$ cat config.mk
export PLATFORM = sky130hd
export DESIGN_NAME = dlink_host
export DESIGN_NICKNAME = d
export VERILOG_FILES = /design/src/rtl/dlink_pkg.sv /design/src/rtl/dlink_plan.sv /design/src/rtl/dlink_phy.sv /design/src/rtl/dlink_host.sv
export SDC_FILE = /design/constraint.sdc
export NUM_CORES = 1
export LEC_CHECK = 0
export ABC_AREA = 0
export CAP_MARGIN = 10
export CORE_MARGIN = 4
export CORE_UTILIZATION = 54
export DETAILED_ROUTE_END_ITERATION = 8
export HOLD_SLACK_MARGIN = 0.02
export PLACE_DENSITY = 0.88
export SYNTH_ARGS = -nofsm -noshare
export SYNTH_HDL_FRONTEND = slang
export SYNTH_SLANG_ARGS = --single-unit
$ cat constraint.sdc
create_clock -name clk -period 3.25 [get_ports clk]
set_input_delay 0.8125 -clock clk [delete_from_list [all_inputs] [get_ports clk]]
set_output_delay 0.8125 -clock clk [all_outputs]
set_load 0.005 [all_outputs]
$ cat src/rtl/dlink_pkg.sv
package dlink_pkg;

    localparam int WORD_W  = 16;
    localparam int FRAME_W = WORD_W + 1;
    localparam int MAX_OUT = 5;

    localparam logic [WORD_W-1:0] CMD_NOP    = 16'h0000;
    localparam logic [WORD_W-1:0] CMD_RDMEM  = 16'h1900;
    localparam logic [WORD_W-1:0] CMD_WRMEM  = 16'h1800;
    localparam logic [WORD_W-1:0] CMD_RDREG  = 16'h2180;
    localparam logic [WORD_W-1:0] CMD_WRREG  = 16'h2080;
    localparam logic [WORD_W-1:0] CMD_RESUME = 16'h0C00;
    localparam logic [WORD_W-1:0] CMD_PRST   = 16'h0400;

    typedef enum logic [2:0] {
        OP_RDMEM  = 3'd0,
        OP_WRMEM  = 3'd1,
        OP_RDREG  = 3'd2,
        OP_WRREG  = 3'd3,
        OP_RESUME = 3'd4,
        OP_PRST   = 3'd5
    } op_e;

    typedef enum logic [1:0] {
        ST_OK   = 2'd0,
        ST_BERR = 2'd1,
        ST_ILL  = 2'd2,
        ST_TMO  = 2'd3
    } status_e;

    typedef enum logic [1:0] {
        RC_DATA,
        RC_NRDY,
        RC_BERR,
        RC_ILL
    } rclass_e;

    typedef enum logic [1:0] {
        RK_NONE,
        RK_ACK,
        RK_DATA
    } rkind_e;

    typedef struct packed {
        logic [MAX_OUT-1:0][WORD_W-1:0] words;
        logic [2:0]                     n_out;
        rkind_e                         kind;
        logic [1:0]                     n_in;
        logic                           byte_rd;
    } plan_t;

    function automatic rclass_e classify(input logic [FRAME_W-1:0] f);
        if (!f[WORD_W])                      return RC_DATA;
        else if (f[WORD_W-1:0] == 16'h0000)  return RC_NRDY;
        else if (f[WORD_W-1:0] == 16'h0001)  return RC_BERR;
        else                                 return RC_ILL;
    endfunction

    function automatic logic [WORD_W-1:0] size_code(input logic [1:0] sz);
        case (sz)
            2'd0:    return 16'h0000;
            2'd1:    return 16'h0040;
            default: return 16'h0080;
        endcase
    endfunction

endpackage

$ cat src/rtl/dlink_plan.sv
module dlink_plan
    import dlink_pkg::*;
(
    input  logic [2:0]  op,
    input  logic [1:0]  size,
    input  logic [3:0]  rnum,
    input  logic [31:0] addr,
    input  logic [31:0] wdata,
    output plan_t       plan
);
    logic is_long;
    assign is_long = size[1];

    always_comb begin
        plan          = '0;
        plan.words[0] = CMD_NOP;
        plan.n_out    = 3'd1;
        plan.kind     = RK_NONE;
        case (op_e'(op))
            OP_RDMEM: begin
                plan.words[0] = CMD_RDMEM | size_code(size);
                plan.words[1] = addr[31:16];
                plan.words[2] = addr[15:0];
                plan.n_out    = 3'd3;
                plan.kind     = RK_DATA;
                plan.n_in     = is_long ? 2'd2 : 2'd1;
                plan.byte_rd  = (size == 2'd0);
            end
            OP_WRMEM: begin
                plan.words[0] = CMD_WRMEM | size_code(size);
                plan.words[1] = addr[31:16];
                plan.words[2] = addr[15:0];
                plan.kind     = RK_ACK;
                if (is_long) begin
                    plan.words[3] = wdata[31:16];
                    plan.words[4] = wdata[15:0];
                    plan.n_out    = 3'd5;
                end else begin
                    plan.words[3] = (size == 2'd0) ? {8'h00, wdata[7:0]} : wdata[15:0];
                    plan.n_out    = 3'd4;
                end
            end
            OP_RDREG: begin
                plan.words[0] = CMD_RDREG | {12'h000, rnum};
                plan.kind     = RK_DATA;
                plan.n_in     = 2'd2;
            end
            OP_WRREG: begin
                plan.words[0] = CMD_WRREG | {12'h000, rnum};
                plan.words[1] = wdata[31:16];
                plan.words[2] = wdata[15:0];
                plan.n_out    = 3'd3;
                plan.kind     = RK_ACK;
            end
            OP_RESUME: plan.words[0] = CMD_RESUME;
            OP_PRST: begin
                plan.words[0] = CMD_PRST;
                plan.kind     = RK_ACK;
            end
            default: plan.words[0] = CMD_NOP;
        endcase
    end
endmodule

$ cat src/rtl/dlink_phy.sv
module dlink_phy
    import dlink_pkg::*;
#(
    parameter int DLY_W = 8
) (
    input  logic               clk,
    input  logic               rst,
    input  logic               start,
    input  logic [WORD_W-1:0]  tx_word,
    input  logic [DLY_W-1:0]   half,
    input  logic               dso,
    output logic               dsclk,
    output logic               dsi,
    output logic               done,
    output logic [FRAME_W-1:0] rx_frame
);
    localparam int BIT_W = $clog2(FRAME_W);
    localparam logic [BIT_W-1:0] LAST_BIT = BIT_W'(FRAME_W - 1);

    typedef enum logic [1:0] {PH_IDLE, PH_LOW, PH_HIGH} ph_e;

    ph_e                ph;
    logic [DLY_W-1:0]   cnt;
    logic [BIT_W-1:0]   bitn;
    logic [FRAME_W-1:0] tx_sh;

    always_ff @(posedge clk) begin
        if (rst) begin
            ph       <= PH_IDLE;
            cnt      <= '0;
            bitn     <= '0;
            tx_sh    <= '0;
            rx_frame <= '0;
            dsclk    <= 1'b1;
            dsi      <= 1'b0;
            done     <= 1'b0;
        end else begin
            done <= 1'b0;
            case (ph)
                PH_IDLE: if (start) begin
                    tx_sh <= {1'b0, tx_word};
                    dsi   <= 1'b0;
                    dsclk <= 1'b0;
                    cnt   <= '0;
                    bitn  <= '0;
                    ph    <= PH_LOW;
                end
                PH_LOW: begin
                    if (cnt == half) begin
                        rx_frame <= {rx_frame[FRAME_W-2:0], dso};
                        dsclk    <= 1'b1;
                        cnt      <= '0;
                        ph       <= PH_HIGH;
                    end else begin
                        cnt <= cnt + 1'b1;
                    end
                end
                PH_HIGH: begin
                    if (cnt == half) begin
                        cnt <= '0;
                        if (bitn == LAST_BIT) begin
                            ph   <= PH_IDLE;
                            done <= 1'b1;
                        end else begin
                            bitn  <= bitn + 1'b1;
                            tx_sh <= {tx_sh[FRAME_W-2:0], 1'b0};
                            dsi   <= tx_sh[FRAME_W-2];
                            dsclk <= 1'b0;
                            ph    <= PH_LOW;
                        end
                    end else begin
                        cnt <= cnt + 1'b1;
                    end
                end
                default: ph <= PH_IDLE;
            endcase
        end
    end


    dsi_hold_chk: assert property (@(posedge clk) disable iff (rst)
        (dsclk && $past(dsclk)) |-> $stable(dsi));


    top_bit_zero_chk: assert property (@(posedge clk) disable iff (rst)
        (ph == PH_LOW && bitn == '0) |-> !dsi);


    rise_after_low_chk: assert property (@(posedge clk) disable iff (rst)
        $rose(dsclk) |-> $past(ph == PH_LOW));

endmodule

$ cat src/rtl/dlink_host.sv
module dlink_host
    import dlink_pkg::*;
#(
    parameter int DLY_W       = 8,
    parameter int RETRY_LIMIT = 4
) (
    input  logic             clk,
    input  logic             rst,
    input  logic [DLY_W-1:0] cfg_half,
    input  logic             req_valid,
    output logic             req_ready,
    input  logic [2:0]       req_op,
    input  logic [1:0]       req_size,
    input  logic [3:0]       req_reg,
    input  logic [31:0]      req_addr,
    input  logic [31:0]      req_wdata,
    output logic             rsp_valid,
    output logic [1:0]       rsp_status,
    output logic [31:0]      rsp_rdata,
    output logic             dsclk,
    output logic             dsi,
    input  logic             dso
);
    localparam int RTY_W = $clog2(RETRY_LIMIT + 1);
    localparam logic [RTY_W-1:0] RTY_MAX = RTY_W'(RETRY_LIMIT);

    typedef enum logic [1:0] {S_IDLE, S_SEND, S_POLL, S_DONE} state_e;

    state_e              state;
    plan_t               plan_c, plan_q;
    logic [2:0]          widx;
    logic [1:0]          din;
    logic [RTY_W-1:0]    rty;
    logic [31:0]         acc, next_acc;
    logic                phy_start, phy_done;
    logic [WORD_W-1:0]   phy_word;
    logic [FRAME_W-1:0]  phy_rx;
    rclass_e             cls;
    logic                last_out, accept;
    logic                fin, go;
    status_e             fin_st;
    logic [31:0]         fin_dat;
    logic [WORD_W-1:0]   go_word;

    dlink_plan u_plan (
        .op    (req_op),
        .size  (req_size),
        .rnum  (req_reg),
        .addr  (req_addr),
        .wdata (req_wdata),
        .plan  (plan_c)
    );

    dlink_phy #(.DLY_W(DLY_W)) u_phy (
        .clk      (clk),
        .rst      (rst),
        .start    (phy_start),
        .tx_word  (phy_word),
        .half     (cfg_half),
        .dso      (dso),
        .dsclk    (dsclk),
        .dsi      (dsi),
        .done     (phy_done),
        .rx_frame (phy_rx)
    );

    assign req_ready = (state == S_IDLE);
    assign accept    = req_valid && req_ready;
    assign cls       = classify(phy_rx);
    assign last_out  = ((widx + 3'd1) >= plan_q.n_out);
    assign next_acc  = {acc[15:0], phy_rx[WORD_W-1:0]};

    always_comb begin
        fin     = 1'b0;
        fin_st  = ST_OK;
        fin_dat = '0;
        go      = 1'b0;
        go_word = CMD_NOP;
        if (phy_done && state == S_SEND) begin
            if (!last_out) begin
                go      = 1'b1;
                go_word = plan_q.words[widx + 3'd1];
            end else if (plan_q.kind == RK_NONE) begin
                fin = 1'b1;
            end else begin
                go = 1'b1;
            end
        end else if (phy_done && state == S_POLL) begin
            case (cls)
                RC_NRDY: begin
                    if (rty == RTY_MAX) begin
                        fin    = 1'b1;
                        fin_st = ST_TMO;
                    end else begin
                        go = 1'b1;
                    end
                end
                RC_BERR: begin
                    fin    = 1'b1;
                    fin_st = ST_BERR;
                end
                RC_ILL: begin
                    fin    = 1'b1;
                    fin_st = ST_ILL;
                end
                default: begin
                    if (plan_q.kind == RK_ACK) begin
                        fin = 1'b1;
                    end else if ((din + 2'd1) == plan_q.n_in) begin
                        fin = 1'b1;
                        if (plan_q.byte_rd)
                            fin_dat = {24'h0, next_acc[7:0]};
                        else if (plan_q.n_in == 2'd2)
                            fin_dat = next_acc;
                        else
                            fin_dat = {16'h0, next_acc[15:0]};
                    end else begin
                        go = 1'b1;
                    end
                end
            endcase
        end
    end

    always_ff @(posedge clk) begin
        if (rst) begin
            state      <= S_IDLE;
            plan_q     <= '0;
            widx       <= '0;
            din        <= '0;
            rty        <= '0;
            acc        <= '0;
            phy_start  <= 1'b0;
            phy_word   <= '0;
            rsp_valid  <= 1'b0;
            rsp_status <= '0;
            rsp_rdata  <= '0;
        end else begin
            rsp_valid <= 1'b0;
            phy_start <= accept || go;
            phy_word  <= accept ? plan_c.words[0] : go_word;
            case (state)
                S_IDLE: if (accept) begin
                    plan_q <= plan_c;
                    widx   <= '0;
                    acc    <= '0;
                    state  <= S_SEND;
                end
                S_SEND: if (phy_done && !fin) begin
                    if (!last_out) begin
                        widx <= widx + 3'd1;
                    end else begin
                        din   <= '0;
                        rty   <= '0;
                        state <= S_POLL;
                    end
                end
                S_POLL: if (phy_done && !fin) begin
                    if (cls == RC_NRDY) begin
                        rty <= rty + 1'b1;
                    end else begin
                        rty <= '0;
                        din <= din + 2'd1;
                        acc <= next_acc;
                    end
                end
                S_DONE: state <= S_IDLE;
                default: state <= S_IDLE;
            endcase
            if (fin) begin
                state      <= S_DONE;
                rsp_valid  <= 1'b1;
                rsp_status <= fin_st;
                rsp_rdata  <= fin_dat;
            end
        end
    end


    idle_clk_high_chk: assert property (@(posedge clk) disable iff (rst)
        (state == S_IDLE) |-> dsclk);


    rsp_pulse_chk: assert property (@(posedge clk) disable iff (rst)
        rsp_valid |=> !rsp_valid);


    rsp_not_ready_chk: assert property (@(posedge clk) disable iff (rst)
        rsp_valid |-> !req_ready);


    retry_bound_chk: assert property (@(posedge clk) disable iff (rst)
        (state == S_POLL) |-> (rty <= RTY_MAX));


    err_zero_data_chk: assert property (@(posedge clk) disable iff (rst)
        (rsp_valid && rsp_status != ST_OK) |-> (rsp_rdata == 32'h0));

endmodule

# Word level (Yosys, flattened, before mapping)

Cells that the tools add are included.

Reduce and logical (&&, ||, !) cells: 38
Eq/ne operators: 34
Mux-type cells: 97
$add $sub $neg: 5
Bitwise logic cells: 2
Order comparisons: 2

Operators with widths:

| kind                                                                    | number |
|---|---|
| 32-bit two-way mux                                                      | 8 |
| 16-bit two-way mux                                                      | 13 |
| 16-bit one-hot mux with 6 select lines                                  | 1 |
| 16-bit one-hot mux with 2 select lines                                  | 2 |
| 32-bit one-hot mux with 2 select lines                                  | 1 |
| 16-bit binary-select mux with 3-bit select                              | 1 |
| 2-bit two-way mux                                                       | 17 |
| 8-bit one-hot mux with 2 select lines                                   | 2 |
| 1-bit two-way mux                                                       | 26 |
| 3-bit two-way mux                                                       | 7 |
| 4-bit AND reduction                                                     | 5 |
| 2-bit one-hot mux with 3 select lines                                   | 3 |
| 3-bit one-hot mux with 2 select lines                                   | 3 |
| 16-bit by 1-bit equality test with 1-bit output (second input constant) | 1 |
| 16-bit logical NOT                                                      | 1 |
| 8-bit two-way mux                                                       | 2 |
| 5-bit two-way mux                                                       | 3 |
| 2-bit equality test (second input constant)                             | 6 |
| 2-bit one-hot mux with 2 select lines                                   | 3 |
| 2-bit by 1-bit equality test with 1-bit output (second input constant)  | 5 |
| 2-bit by 1-bit != test with 1-bit output (second input constant)        | 5 |
| 2-bit != test (second input constant)                                   | 5 |
| 5-bit one-hot mux with 2 select lines                                   | 1 |
| 5-bit AND reduction                                                     | 2 |
| 30 further kinds                                                        | 55 |

Bits in registers: 217
Bits of input ports: 85
Word-level logic and storage cells: 205
Output and inout bits: 38

# Depth between registers and ports, before layout

Gate-level depths: netlist (run 1).

Depth in word-level cells: 14
Gate-level depth with buffers: 12
Mapped depth without buffers: 10

# Hierarchy

From an unflattened synthesis (run 1), not the netlist that was laid out.

Cells, all modules: 1,202
Area total of the unflattened synthesis: 9,979.6 sq um

Modules (own cells, without submodules):

| module     | times used | sequential area each (sq um) | cells each | area an instance (sq um) |
|---|---|---|---|---|
| dlink_host | 1          | 3,323.2                      | 816        | 6,742.7 |
| dlink_phy  | 1          | 1,021.0                      | 250        | 2,331.0 |
| dlink_plan | 1          | 0.0                          | 136        | 905.9 |

# Least setup slack after synthesis (run 1)

No wires, ideal clock.

Path type: reg-to-reg
From: register widx[0]
To: register rsp_status[0]
Cell stages (with the launch flop): 13
Buffers on the path: 2
Arrival time: 2.866 ns
Setup time: 0.073 ns
Path slack: 0.312 ns
Data required time: 3.177 ns
Clock period less this slack: 2.938 ns
Cell sequence: dfxtp_1 ha_1 xnor2_1 clkinv_1 ha_1 a21oi_1 a21boi_0 nor4_1 a21oi_1 nor2b_1 buf_2 buf_4 o2bb2ai_1

Cells in the longest elaborated chain, start to end: 4

RTL lines:

| what                                   | RTL line          | source |
|---|---|---|
| from (decl)                            | dlink_host.sv:31  | `logic [2:0] widx;` |
| from (signal assigned)                 | dlink_host.sv:151 | `widx <= widx + 3'd1;` |
| 3-bit by 1-bit adder with 3-bit output | dlink_host.sv:70  | `assign last_out = ((widx + 3'd1) >= plan_q.n_out);` |
| 3-bit greater-or-equal comparator      | dlink_host.sv:70  |  |
| 1-bit two-way mux                      | dlink_host.sv:80  | `if (!last_out) begin` |
| 1-bit two-way mux                      | dlink_host.sv:79  | `if (phy_done && state == S_SEND) begin` |
| to (signal assigned)                   | dlink_host.sv:173 | `rsp_status <= fin_st;` |
| to (decl)                              | dlink_host.sv:18  | `output logic [1:0] rsp_status,` |

Every way passes these cells.
A chain may end at the register's enable or synchronous reset.

# Worst setup path after layout (run 1)

Same ends and word-level chain as after synthesis.

==> results.json, run 1 <==
{
  "power_density_nw_per_um2": 525,
  "track_usage": 0.242,
  "seqPwrFrac": 0.474,
  "drc": 0,
  "worst_ep_required_time_ps": 3650,
  "syn_avg_cell_area_um2": 9.50,
  "yosys-top-cells-count": "dfxtp_1 (211), nor2_1 (100), nand2_1 (84), o21ai_0 (63), a22oi_1 (60)",
  "syn_nets": 1010,
  "cts_inserted_buffers": 21,
  "finalSetupTns_ps": 0,
  "layout.nets": 1124,
  "cts_setup_buffers": 0,
  "synth.ff_latch_count": 211,
  "vias": 7424,
  "rsz0062_at_grt": "false",
  "relSlewSlack": 0.325,
  "core_um2": 15800,
  "critical_path.cell_chain": "ha_1, xnor2_1, clkinv_1, ha_1, a21oi_1, a21boi_0, nor4_1, a21oi_1, nor2b_2, buf_4, o2bb2ai_1",
  "overflow": 0,
  "maxCapViolations": 0,
  "syn_inst": 912,
  "fillers": 1143,
  "cts_root_buf": "clkbuf_16",
  "numPortBuffers": 122,
  "fin_ws_ps": 488,
  "r2r_end": "rsp_status[0]$_SDFFE_PP0P_",
  "dp_hpwl_mm": 14.8,
  "grt_max_degree": 78,
  "synthMostInstantiatedCell": "dfxtp_1",
  "first_iter_violations": 665,
  "wl_per_cell_um": 17.5,
  "startpoint": "widx[0]$_SDFFE_PP0P_",
  "grt_pass1_vias": 7558,
  "power_frac_clock": 0.434,
  "yosysTopAreaCell": "dfxtp_1",
  "ir_drop_v": 0.000330,
  "detailedPlace.worstSlack_ps": 288,
  "viasPerCell": 5.91,
  "p_leak_uw": 0.00419,
  "fin_area_um2": 10900,
  "die_h_um": 135,
  "synthDistinctLibCells": 59,
  "final_layout_size_suffix_gt1_frac": 0.0942,
  "async_reset_ff_frac": 0,
  "fp.dieW_um": 135,
  "antenna_cells": 0,
  "worst_slew_pin_slew_ps": 1010,
  "setup_viol": 0,
  "arrival_ps": 3160,
  "power.switching_uw": 1320,
  "final_core_util": 0.686,
  "yosys_warnings": 0,
  "swShare": 0.231,
  "reg2reg_from": "widx[0]$_SDFFE_PP0P_",
  "path_class": "register to register",
  "slowest_delay_ps": 320,
  "fp-row-count": 46,
  "dominantRegCellSynth": "dfxtp_1",
  "skew_ps": 9.77,
  "cp_max_fo": 15,
  "globalplace.congestion": 0.846,
  "slowest_stage": "a21boi_0",
  "fmax_mhz": 362,
  "cts_tree": "built",
  "firstDrtPassIters": 8,
  "dieArea_um2": 18100,
  "final-max-slew-violation-count": 0,
  "clk_pin_slew_worst_paths_ps": 60,
  "yosys-top-cells-area": "dfxtp_1 (49%), mux2i_1 (5.7%), a22oi_1 (5.2%)",
  "htree_levels": 1,
  "clk-insertion-delay-late_ps": 490,
  "antenna_found_initial": 1,
  "postRouteWirelength_mm": 22.0,
  "intPower_uw": 4390,
  "r2r_slack_ps": 490,
  "syn_area_um2": 8670,
  "grt_pass1_wl_mm": 36.8,
  "dpl_cell_area_um2": 10200,
  "start_kind": "register",
  "outcome": "completed",
  "synth_seq_area_share": 0.487,
  "synth_top_area_share": 0.487,
  "ant_nets": 0,
  "synthToLayoutAreaGrowth_pct": 25.4,
  "end_kind": "register",
  "synth_edf_count": 0,
  "ff2ff_path_depth": 11,
  "fin_crit_sh": 0.850,
  "ios": 123,
  "start_util": 0.548,
  "cts_sinks": 211,
  "endpoint": "rsp_status[0]$_SDFFE_PP0P_",
  "min_path_type": "register to register",
  "power_frac_comb": 0.092,
  "hold_viol": 0,
  "clk_path_buf_depth": 3,
  "fin_crit_ps": 2760
}
## power by group through the flow
stage / clock, uW / sequential, uW / combinational (uW)
final: 2470 / 2710 / 524
after global routing: 2610 / 2710 / 583
after CTS: 2510 / 2710 / 524
after detailed placement: 0 / 2760 / 519
after global placement: 0 / 2760 / 500
after floorplan: 0 / 2750 / 302
## logic make-up after synthesis
| kind of cell | after synthesis | synth area share |
|---|---|---|
| AO/OA/AOI/OAI | 256 | 0.206 |
| adder cells (fa/ha/maj) | 13 | 0.0188 |
| multiplexers | 61 | 0.0839 |
| AND/OR/NAND/NOR | 271 | 0.146 |
| buffers and inverters | 80 | 0.0378 |
| flip-flops | 211 | 0.487 |
| XOR/XNOR | 20 | 0.0202 |
## cells in the final DEF (no fill, tap or decap), types with 3 or more instances in the layout
| cell | n |
|---|---|
| nand4_1 | 5 |
| dfxtp_1 | 211 |
| buf_4 | 25 |
| and3_1 | 4 |
| a211oi_1 | 17 |
| bufinv_16 | 3 |
| a22o_2 | 7 |
| a21o_1 | 7 |
| clkinv_4 | 3 |
| nor3b_1 | 3 |
| nand3_1 | 12 |
| xnor2_1 | 8 |
| nor2_1 | 97 |
| nor3_1 | 14 |
| mux2i_1 | 49 |
| mux4_2 | 9 |
| and2_1 | 3 |
| a22oi_1 | 60 |
| clkbuf_16 | 21 |
| clkdlybuf4s50_1 | 121 |
| nand2b_1 | 15 |
| o21ai_0 | 62 |
| inv_1 | 21 |
| nor4_1 | 5 |
| nand2_1 | 84 |
| o22ai_1 | 5 |
| ha_1 | 13 |
| xor2_1 | 12 |
| nor2b_1 | 9 |
| nor2_2 | 3 |
| mux2_2 | 3 |
| a21oi_1 | 29 |
| a222oi_1 | 7 |
| clkinv_2 | 5 |
| a22o_1 | 46 |
## worst min path at each step
stage / start / end / slack [ps] / cells past startpoint
2_1_floorplan: plan_q[8]$_SDFFE_PP0P_ / plan_q[8]$_SDFFE_PP0P_ / 420 / 2
3_3_place_gp: plan_q[62]$_SDFFE_PP0P_ / plan_q[62]$_SDFFE_PP0P_ / 430 / 2
3_5_place_dp: plan_q[7]$_SDFFE_PP0P_ / plan_q[7]$_SDFFE_PP0P_ / 440 / 2
4_1_cts: plan_q[14]$_SDFFE_PP0P_ / plan_q[14]$_SDFFE_PP0P_ / 450 / 2
5_1_grt: plan_q[7]$_SDFFE_PP0P_ / plan_q[7]$_SDFFE_PP0P_ / 470 / 2
6_report: plan_q[7]$_SDFFE_PP0P_ / plan_q[7]$_SDFFE_PP0P_ / 450 / 2
## through the flow
stage | hold slack [ps] | instances | total power (uW)
2_1_floorplan | 417 | 912 | 3050
3_3_place_gp | 430 | 1219 | 3260
3_5_place_dp | 439 | 1219 | 3280
4_1_cts | 451 | 1256 | 5740
5_1_grt | 469 | 1256 | 5910
6_report | 452 | 1256 | 5710
## routing by layer
metal  routed length, um  GRT usage  vias to the layer above
li1                    -          -                     3526
met3                1560     0.0402                       43
met4                 449     0.0758                        2
met5                  13          0                        -
met2               10500      0.402                      296
met1                9490      0.325                     3557
## what timing repair did
| action | in CTS | in global routing |
|---|---|---|
| setup endpoints to repair | 0 | 1 |
| hold buffers | 0 | 0 |
| resized for setup | 0 | 1 |
## registers in the layout, summed over array words and instances (netlist names)
name	count
acc	16
u_phy.dsclk	1
rty	3
u_phy.ph	2
u_phy.bitn	5
din	2
rsp_rdata	32
state	2
widx	3
rsp_status	2
phy_word	16
u_phy.dsi	1
rsp_valid	1
u_phy.tx_sh	16
u_phy.rx_frame	17
u_phy.cnt	8
u_phy.done	1
plan_q	82
phy_start	1
## worst max-delay path: cells and delay by family (launching register included)
family	cells	cell delay [ps]
simple gates	2	390
compound gates	4	860
flops	1	310
fa+ha+maj	2	530
xor+xnor	1	210
buf+inv	2	380
## layout make-up
| class | instances | area [um2] | area share |
|---|---|---|---|
| Clock inverter | 12 | 150 | 0.0138 |
| Clock buffer | 25 | 561 | 0.0516 |
| Timing Repair Buffer | 149 | 1440 | 0.133 |
| Multi-Input combinational cell | 621 | 4130 | 0.380 |
| Inverter | 22 | 82.6 | 0.00760 |
| Sequential cell | 211 | 4220 | 0.389 |
| Tap cell | 216 | 270 | 0.0249 |
(Power assumes the default switching activity.)
==> inputs of run 2 (changes only) <==
- clock period: 3.25 -> 2.7 ns (I/O delays scaled with it)
==> results.json, run 2 (synthesis results as in run 1) <==
{
  "track_usage": 0.244,
  "startpoint": "widx[0]$_SDFFE_PP0P_",
  "core_um2": 15800,
  "reg2reg_from": "widx[0]$_SDFFE_PP0P_",
  "postRouteWirelength_mm": 22.9,
  "clk-insertion-delay-late_ps": 500,
  "dieArea_um2": 18100,
  "hold_viol": 0,
  "top_regs": "plan_q: 82 flops, rsp_rdata: 32 flops, u_phy.rx_frame: 17 flops",
  "dp.cells": 1226,
  "fp-row-count": 46,
  "vias": 7579,
  "grt_max_degree": 57,
  "final_cells": 1268,
  "final_common_cell": "dfxtp_1",
  "worst_ep_required_time_ps": 3080,
  "critical_path.cell_chain": "ha_1, xnor2_2, clkinv_1, ha_4, and2_1, a21boi_2, nor4_2, a21oi_1, buf_4, nor2b_4, buf_4, a22o_1",
  "worst_slew_pin_slew_ps": 1020,
  "grt_pass1_vias": 7550,
  "overflow": 0,
  "htree_levels": 1,
  "cts_tree": "built",
  "min_path_type": "register to register",
  "crit_top_cell": "buf_4",
  "fp.dieW_um": 135,
  "grt_pass1_wl_mm": 36.9,
  "dp_hpwl_mm": 14.7,
  "ios": 123,
  "antenna_found_initial": 0,
  "clk_pin_slew_worst_paths_ps": 60,
  "cts_root_buf": "clkbuf_16",
  "antenna_cells": 0,
  "drc": 0,
  "regMostFlops": "plan_q",
  "relSlewSlack": 0.317,
  "dpl_cell_area_um2": 10200,
  "firstDrtPassIters": 7,
  "fin_area_um2": 11000,
  "top_usage_layer": "met2",
  "cts_sinks": 211,
  "ant_nets": 0,
  "final_layout_size_suffix_gt1_frac": 0.106,
  "arrival_ps": 3020,
  "clk_path_buf_depth": 3,
  "fin_crit_sh": 0.978,
  "globalplace.congestion": 0.847,
  "synthToLayoutAreaGrowth_pct": 27.2,
  "maxCapViolations": 0,
  "ir_drop_v": 0.000375,
  "outcome": "completed",
  "cp_max_fo": 9,
  "globalRouteMet3Util": 0.0369,
  "slowest_delay_ps": 310,
  "slowest_stage": "dfxtp_1",
  "largest_reg_flops": 82,
  "power_density_nw_per_um2": 627,
  "viasPerCell": 5.98,
  "fin_crit_ps": 2640,
  "hp-start": "plan_q[7]$_SDFFE_PP0P_",
  "path_class": "register to register",
  "numPortBuffers": 122,
  "path_buf_inv": 3,
  "fmax_mhz": 379,
  "met1_usage": 0.324,
  "final-max-slew-violation-count": 0,
  "start_kind": "register",
  "layout_common_cells": "dfxtp_1 (211), clkdlybuf4s50_1 (121), nor2_1 (97)",
  "setup_viol": 0,
  "cp_top_family": "simple AND/OR/NAND/NOR gates",
  "cts_inserted_buffers": 22,
  "first_iter_violations": 714,
  "use_met2": 0.407,
  "die_h_um": 135,
  "end_kind": "register",
  "skew_ps": 19.3,
  "p_leak_uw": 0.00427,
  "wl_per_cell_um": 18.1,
  "layout.nets": 1134,
  "start_util": 0.548,
  "r2r_slack_ps": 60
}
==> run 2: changes by cell type in the layout (fill, tap and decap cells not counted), moves of 2 or more <==
cell | before | now
buf_12 | 2 | 4
buf_4 | 25 | 31
bufinv_16 | 3 | 1
clkbuf_1 | 2 | 5
clkbuf_16 | 21 | 23
clkbuf_8 | 2 | 5
clkinv_4 | 3 | 0
==> run 2: final timing paths <==
check / end / depth (start not counted)
worst min register to register: plan_q[7]$_SDFFE_PP0P_ / 2
worst max register to register: rsp_status[1]$_SDFFE_PP0P_ / 12
worst max-delay path: rsp_status[1]$_SDFFE_PP0P_ / 12
worst min-delay path: plan_q[7]$_SDFFE_PP0P_ / 2
==> run 2: tightest hold or removal path, stage by stage, from the launching register on <==
cell     delay, ps
dfxtp_1        310
nand2_1         50
nand2_1         50
==> run 2: per-layer routing <==
layer,routed length (um),part of all wire
met1,9320,0.41
met2,11000,0.48
met3,1960,0.085
met4,619,0.027
met5,0,0
==> run 2: power breakdown <==
group	switching (uW)	leakage [uW]	total [uW]	internal, uW
sequential	62.2	0.00171	3260	3200
combinational	335	0.00220	641	305
clock	1210	0.000361	3010	1800
==> run 2: metrics by stage <==
step           setup slack [ps]   util  hold slack (ps)  power, uW  setup TNS, ps
2_1_floorplan              37.8      -              417       3670              0
4_1_cts                    49.6  0.694              452       6930              0
3_3_place_gp               67.6  0.647              432       3920              0
6_report                   59.0  0.697              449       6910              0
3_5_place_dp              -16.4  0.647              440       3950          -34.8
5_1_grt                   -1.28  0.697              465       7140          -1.28
==> run 2: repair_timing <==
| action | 4_1_cts | 5_1_grt |
|---|---|---|
| setup endpoints to repair | 1 | 54 |
| cloned | 0 | 1 |
| setup buffers | 1 | 0 |
| hold buffers | 0 | 0 |
| gates resized for setup | 0 | 10 |
==> run 2: cell type report <==
type	count	area [um2]
well taps	216	270
clock buffers	33	663
repair buffers	158	1540
inverters	22	82.6
multi-input cells	621	4180
flip-flops and latches	211	4220
clock inverters	7	68.8
fillers	1098	4800
